$ cat src/rtl/idrx_pkg.sv
package idrx_pkg;

   // Receiver phase: hunting for the header, or inside one part of the body.
   typedef enum logic [1:0] {
      PH_HUNT = 2'd0,
      PH_ROWS = 2'd1,
      PH_COLS = 2'd2,
      PH_STOP = 2'd3
   } rx_phase_e;

endpackage

$ cat src/rtl/idrx_hdr_sync.sv
module idrx_hdr_sync #(
   parameter int HDR_LEN = 9
) (
   input  logic clk,
   input  logic rst_n,
   input  logic arm,
   input  logic bit_vld,
   input  logic bit_val,
   output logic lock
);
   localparam int H_W = (HDR_LEN > 1) ? $clog2(HDR_LEN) : 1;

   logic [H_W-1:0] ones_q;
   logic           last_one;

   assign last_one = (ones_q == H_W'(HDR_LEN - 1));
   assign lock     = arm && bit_vld && bit_val && last_one;

   always_ff @(posedge clk or negedge rst_n) begin
      if (!rst_n) begin
         ones_q <= '0;
      end else if (!arm) begin
         ones_q <= '0;
      end else if (bit_vld) begin
         if (!bit_val || last_one) ones_q <= '0;
         else                      ones_q <= ones_q + 1'b1;
      end
   end
endmodule

$ cat src/rtl/idrx_body_check.sv
module idrx_body_check
   import idrx_pkg::*;
#(
   parameter int ROWS = 10,
   parameter int COLS = 4
) (
   input  logic                 clk,
   input  logic                 rst_n,
   input  logic                 start,
   input  logic                 bit_vld,
   input  logic                 bit_val,
   output logic                 busy,
   output logic                 done_ok,
   output logic                 done_bad,
   output logic [ROWS*COLS-1:0] word
);
   localparam int ID_W  = ROWS * COLS;
   localparam int ROW_W = (ROWS > 1) ? $clog2(ROWS) : 1;
   localparam int COL_W = $clog2(COLS + 1);

   rx_phase_e          phase_q;
   logic [ROW_W-1:0]   row_q;
   logic [COL_W-1:0]   col_q;
   logic               row_acc_q;
   logic [COLS-1:0]    col_acc_q;
   logic [ID_W-1:0]    sr_q;

   logic at_row_par, row_fail, stop_seen;

   assign at_row_par = (phase_q == PH_ROWS) && (col_q == COL_W'(COLS));
   assign row_fail   = bit_vld && at_row_par && (row_acc_q ^ bit_val);
   assign stop_seen  = bit_vld && (phase_q == PH_STOP);
   assign done_ok    = stop_seen && !bit_val && (col_acc_q == '0);
   assign done_bad   = row_fail || (stop_seen && !done_ok);
   assign busy       = (phase_q != PH_HUNT);
   assign word       = sr_q;

   always_ff @(posedge clk or negedge rst_n) begin
      if (!rst_n) begin
         phase_q   <= PH_HUNT;
         row_q     <= '0;
         col_q     <= '0;
         row_acc_q <= 1'b0;
         col_acc_q <= '0;
         sr_q      <= '0;
      end else if (start) begin
         phase_q   <= PH_ROWS;
         row_q     <= '0;
         col_q     <= '0;
         row_acc_q <= 1'b0;
         col_acc_q <= '0;
      end else if (bit_vld) begin
         unique case (phase_q)
            PH_ROWS: begin
               if (!at_row_par) begin
                  sr_q      <= {sr_q[ID_W-2:0], bit_val};
                  row_acc_q <= row_acc_q ^ bit_val;
                  for (int c = 0; c < COLS; c++) begin
                     if (col_q == COL_W'(c)) col_acc_q[c] <= col_acc_q[c] ^ bit_val;
                  end
                  col_q <= col_q + 1'b1;
               end else if (row_fail) begin
                  phase_q <= PH_HUNT;
               end else begin
                  col_q     <= '0;
                  row_acc_q <= 1'b0;
                  if (row_q == ROW_W'(ROWS - 1)) phase_q <= PH_COLS;
                  else                           row_q   <= row_q + 1'b1;
               end
            end
            PH_COLS: begin
               for (int c = 0; c < COLS; c++) begin
                  if (col_q == COL_W'(c)) col_acc_q[c] <= col_acc_q[c] ^ bit_val;
               end
               col_q <= col_q + 1'b1;
               if (col_q == COL_W'(COLS - 1)) phase_q <= PH_STOP;
            end
            PH_STOP: phase_q <= PH_HUNT;
            default: phase_q <= PH_HUNT;
         endcase
      end
   end
endmodule

$ cat src/rtl/idrx_confirm.sv
module idrx_confirm #(
   parameter int ID_W    = 40,
   parameter int CONFIRM = 2
) (
   input  logic            clk,
   input  logic            rst_n,
   input  logic            good,
   input  logic            bad,
   input  logic [ID_W-1:0] word,
   output logic            id_vld,
   output logic [ID_W-1:0] id_q
);
   generate
      if (CONFIRM == 1) begin : g_direct
         // Every good frame is reported at once.
         always_ff @(posedge clk or negedge rst_n) begin
            if (!rst_n) begin
               id_vld <= 1'b0;
               id_q   <= '0;
            end else begin
               id_vld <= good;
               if (good) id_q <= word;
            end
         end
         logic unused_bad;
         assign unused_bad = bad;
      end else begin : g_vote
         localparam int RUN_W = $clog2(CONFIRM + 1);
         logic [RUN_W-1:0] run_q;
         logic [ID_W-1:0]  last_q;
         logic             same, fire;

         assign same = (run_q != '0) && (word == last_q);
         assign fire = good && same && (run_q == RUN_W'(CONFIRM - 1));

         always_ff @(posedge clk or negedge rst_n) begin
            if (!rst_n) begin
               run_q  <= '0;
               last_q <= '0;
               id_vld <= 1'b0;
               id_q   <= '0;
            end else begin
               id_vld <= fire;
               if (fire) id_q <= word;
               if (bad) begin
                  run_q <= '0;
               end else if (good) begin
                  last_q <= word;
                  if (!same)                            run_q <= RUN_W'(1);
                  else if (run_q != RUN_W'(CONFIRM))    run_q <= run_q + 1'b1;
               end
            end
         end
      end
   endgenerate
endmodule

$ cat src/rtl/idrx_frame_rx.sv
module idrx_frame_rx #(
   parameter int HDR_LEN = 9,
   parameter int ROWS    = 10,
   parameter int COLS    = 4,
   parameter int CUST_W  = 8,
   parameter int CONFIRM = 2
) (
   input  logic                   clk,
   input  logic                   rst_n,
   input  logic                   bit_vld,
   input  logic                   bit_val,
   output logic                   id_vld,
   output logic [ROWS*COLS-1:0]   id_out,
   output logic [CUST_W-1:0]      cust_id,
   output logic                   frame_err
);
   localparam int ID_W = ROWS * COLS;

   generate
      if (ROWS < 2) begin : g_bad_rows
         $error("idrx_frame_rx: ROWS must be at least 2");
      end
      if (COLS < 1) begin : g_bad_cols
         $error("idrx_frame_rx: COLS must be at least 1");
      end
      if (HDR_LEN <= 2 * COLS) begin : g_bad_hdr
         $error("idrx_frame_rx: HDR_LEN must exceed the longest run of ones a body can hold");
      end
      if (CUST_W < 1 || CUST_W > ID_W) begin : g_bad_cust
         $error("idrx_frame_rx: CUST_W out of range");
      end
      if (CONFIRM < 1) begin : g_bad_conf
         $error("idrx_frame_rx: CONFIRM must be at least 1");
      end
   endgenerate

   logic            busy, lock, ok, bad;
   logic [ID_W-1:0] word;

   idrx_hdr_sync #(.HDR_LEN(HDR_LEN)) u_sync (
      .clk     (clk),
      .rst_n   (rst_n),
      .arm     (!busy),
      .bit_vld (bit_vld),
      .bit_val (bit_val),
      .lock    (lock)
   );

   idrx_body_check #(.ROWS(ROWS), .COLS(COLS)) u_body (
      .clk      (clk),
      .rst_n    (rst_n),
      .start    (lock),
      .bit_vld  (bit_vld),
      .bit_val  (bit_val),
      .busy     (busy),
      .done_ok  (ok),
      .done_bad (bad),
      .word     (word)
   );

   idrx_confirm #(.ID_W(ID_W), .CONFIRM(CONFIRM)) u_conf (
      .clk    (clk),
      .rst_n  (rst_n),
      .good   (ok),
      .bad    (bad),
      .word   (word),
      .id_vld (id_vld),
      .id_q   (id_out)
   );

   always_ff @(posedge clk or negedge rst_n) begin
      if (!rst_n) frame_err <= 1'b0;
      else        frame_err <= bad;
   end

   assign cust_id = id_out[ID_W-1 -: CUST_W];
endmodule

$ cat config.mk
export PLATFORM = sky130hd
export DESIGN_NAME = idrx_frame_rx
export DESIGN_NICKNAME = d
export VERILOG_FILES = /design/src/rtl/idrx_pkg.sv /design/src/rtl/idrx_hdr_sync.sv /design/src/rtl/idrx_body_check.sv /design/src/rtl/idrx_confirm.sv /design/src/rtl/idrx_frame_rx.sv
export SDC_FILE = /design/constraint.sdc
export NUM_CORES = 1
export LEC_CHECK = 0
export ABC_CLOCK_PERIOD_IN_PS = 3000
export BUFFER_PORTS_ARGS = -buffer_cell sky130_fd_sc_hd__buf_2
export CORE_MARGIN = 4
export CORE_UTILIZATION = 59
export CTS_CLUSTER_DIAMETER = 200
export DETAILED_ROUTE_END_ITERATION = 16
export PLACE_DENSITY = 0.79
export SLEW_MARGIN = 20
export SYNTH_ARGS = -nofsm -noshare
export SYNTH_HDL_FRONTEND = slang
export SYNTH_SLANG_ARGS = --single-unit
$ cat constraint.sdc
create_clock -name clk -period 3 [get_ports clk]
set_clock_uncertainty 0.05 [all_clocks]
set_input_delay 0.6 -clock clk [delete_from_list [all_inputs] [get_ports clk]]
set_output_delay 0.6 -clock clk [all_outputs]
set_load 0.005 [all_outputs]
==> out/metrics.cfg <==
[synth]
synth_area_leaders = dfrtp_1, mux2_2, xor2_1
synth_edf_count = 0
yosysMostFrequentCell = dfrtp_1
synth_area_leader_cell = dfrtp_1
ys_ff_latch = 142
ys_async_sr_fraction = 1.00
syn-instance-count = 479
synthTopCellsByCount = dfrtp_1, mux2_2, xor2_1, xnor2_1
syn_area_um2 = 6360
yosysWarnings = 0
synth-main-ff-cell = dfrtp_1
yosysUniqueCellTypes = 39
synth_area_per_cell_um2 = 13.3
synth_top_area_share = 0.558
ys_seq_area_frac = 0.558
syn_nets = 499

[timing]
slew_viol_final = 0
max_freq_mhz = 379
fin_crit_sh = 0.880
setup_viol = 0
period_needed_ns = 2.64
worst_pin_slew_ns = 0.520
slew_headroom = 0.650
tns_ns = 0
rsz0062_at_grt = false
hold_viol = 0

[clocking]
cts_buffers = 17
hold_buffers = 1
post_cts_buffers = 0
cts_tree = built
clk_path_buf_depth = 2
cts_resized = 0
ctsRootBufferMaster = clkbuf_8
h-tree-depth = 4
clock_sinks = 142
path_clk_slew_ns = 0.06
clkLatencyLatePin_ns = 0.52

[placed_design]
place.gp.congestion = 0.824
dp.cells = 655
portBuffers = 53
dp_hpwl_mm = 8.23

[detailed_routing]
drtAntennaViolNets = 0
vias = 3877
wl_mm = 11.7
wire_per_inst_um = 17.0
firstDrtPassIters = 4
via_per_inst = 5.64
drt_iter0_markers = 191
drc = 0

[pwr]
p_per_area_nw_per_um2 = 600
switching_power_mw = 1.18
seqPwrFrac = 0.481
p_comb_frac = 0.087
swShare = 0.269
power_frac_clock = 0.433
leakage_nw = 3.91
p_int_mw = 3.20
ir_drop_mv = 0.375

[layout]
antenna_cells = 0
drive_gt1_frac = 0.386
nets = 559
fillers = 721
fin_cells = 688
syn_to_final_growth_pct = 14.7

[global_route]
grt-ovfl-total = 0
grt_antenna_before_repair = 0
grt_pass1_wl_mm = 20.3
grtUsageTotal = 0.203
grt_max_degree = 52
first_global_vias = 4173

[setup_path]
critical_path_arrival_ns = 2.99
cp_max_fo = 18
path_class = reg2reg
required_ns = 3.36
critPathLaunchType = flip-flop
crit_path_end_kind = flip-flop

[outcome]
status = completed

[min_path]
hold_class = in2reg

[die]
rows = 37
io_pins = 54
initial_core_util = 0.611
core_um2 = 10400
die_w_um = 112
die-area_um2 = 12500
die_h_um = 112

[job]
cap_violations = 0

[final timing paths]
check	from	to	slack, ns	cells after the start
max	u_body.word[22]	u_conf.id_q[36]	0.36	7
min	bit_val	u_body.word[0]	0.31	2
max reg2reg	u_body.word[22]	u_conf.id_q[36]	0.36	7
min reg2reg	u_sync.ones_q[3]	u_sync.ones_q[3]	0.42	1
max in group asynchronous	rst_n	u_conf.g_vote.last_q[35]	1.56	3
min in group asynchronous	rst_n	u_conf.g_vote.last_q[4]	0.53	2
[kinds of logic (layout without fill, tap and decap cells)]
family | after synthesis | in the layout | synth area share
simple gates | 92 | 92 | 0.0773
xor+xnor | 42 | 42 | 0.0578
buf+inv | 39 | 112 | 0.0332
fa+ha+maj | 16 | 16 | 0.0315
mux | 123 | 123 | 0.217
compound gates | 25 | 25 | 0.0248
flops | 142 | 142 | 0.558
[routing by layer]
layer / track usage / up-vias / wire [um]
met3: 0.0554 / 28 / 498
met4: 0.0884 / 0 / 314
li1: - / 1801 / -
met2: 0.321 / 108 / 5610
met5: 0 / - / 0
met1: 0.266 / 1940 / 5290
[worst max-delay path: stages, from the launching register on]
cell     delay [ns]
dfrtp_1        0.43
xor2_1         0.19
nor4_1         0.31
nand2_1        0.10
or4_1          0.56
nor3_4         0.22
buf_4          0.29
mux2_2         0.37
[power by group through the flow]
stage / registers (mW) / logic [mW] / clock network, mW
6_report: 2.10 / 0.379 / 1.89
5_1_grt: 2.12 / 0.438 / 2.04
4_1_cts: 2.10 / 0.383 / 1.94
3_5_place_dp: 2.14 / 0.378 / 0
3_3_place_gp: 2.13 / 0.353 / 0
2_1_floorplan: 2.11 / 0.260 / 0
[cell type report]
type | count | area [um^2] | area share
Inverter | 15 | 56.3 | 0.00771
Multi-Input combinational cell | 298 | 2600 | 0.356
Sequential cell | 142 | 3550 | 0.487
Clock buffer | 17 | 414 | 0.0567
Tap cell | 136 | 170 | 0.0233
Timing Repair Buffer | 65 | 377 | 0.0516
Clock inverter | 15 | 129 | 0.0177
[sequential cells by signal, summed over array words and instances (netlist names)]
signal                cells
u_body.col_q              3
u_conf.g_vote.run_q       2
u_sync.ones_q             4
u_body.row_q              4
frame_err                 1
u_conf.id_vld             1
u_conf.id_q              40
u_conf.g_vote.last_q     40
u_body.word              40
u_body.row_acc_q          1
u_body.col_acc_q          4
u_body.phase_q            2
[cell usage in the layout (no fill, tap or decap), drive strengths merged, types with 2 or more instances in the layout]
cell      synthesis  routed
mux2            120     120
ha               16      16
clkbuf            7      17
buf              17      64
a211oi            2       2
dfrtp           142     142
nor2             17      17
clkinv            0       5
and3              3       3
or3               2       2
a21oi             4       4
nand3b            2       2
or4               2       2
nand4            11      11
o21ai             9       9
nand2            17      17
nand3             7       7
xnor2            18      18
clkinvlp          0       3
a21o              2       2
mux2i             3       3
nor2b            10      10
inv              15      22
and2              3       3
nor3              7       7
xor2             24      24
o31ai             2       2
nor4              9       9
[through the flow]
step | hold WS [ns] | total power [mW] | setup WS (ns) | cell area [um^2] | utilization
2_1_floorplan | 0.254 | 2.37 | 0.581 | 6360 | -
3_3_place_gp | 0.407 | 2.48 | 0.315 | 6750 | 0.648
3_5_place_dp | 0.408 | 2.52 | 0.276 | 6750 | 0.648
4_1_cts | 0.285 | 4.43 | 0.384 | 7300 | 0.701
5_1_grt | 0.307 | 4.60 | 0.253 | 7300 | 0.701
6_report | 0.309 | 4.38 | 0.361 | 7300 | 0.701
Power figures use the tool's default switching activity.
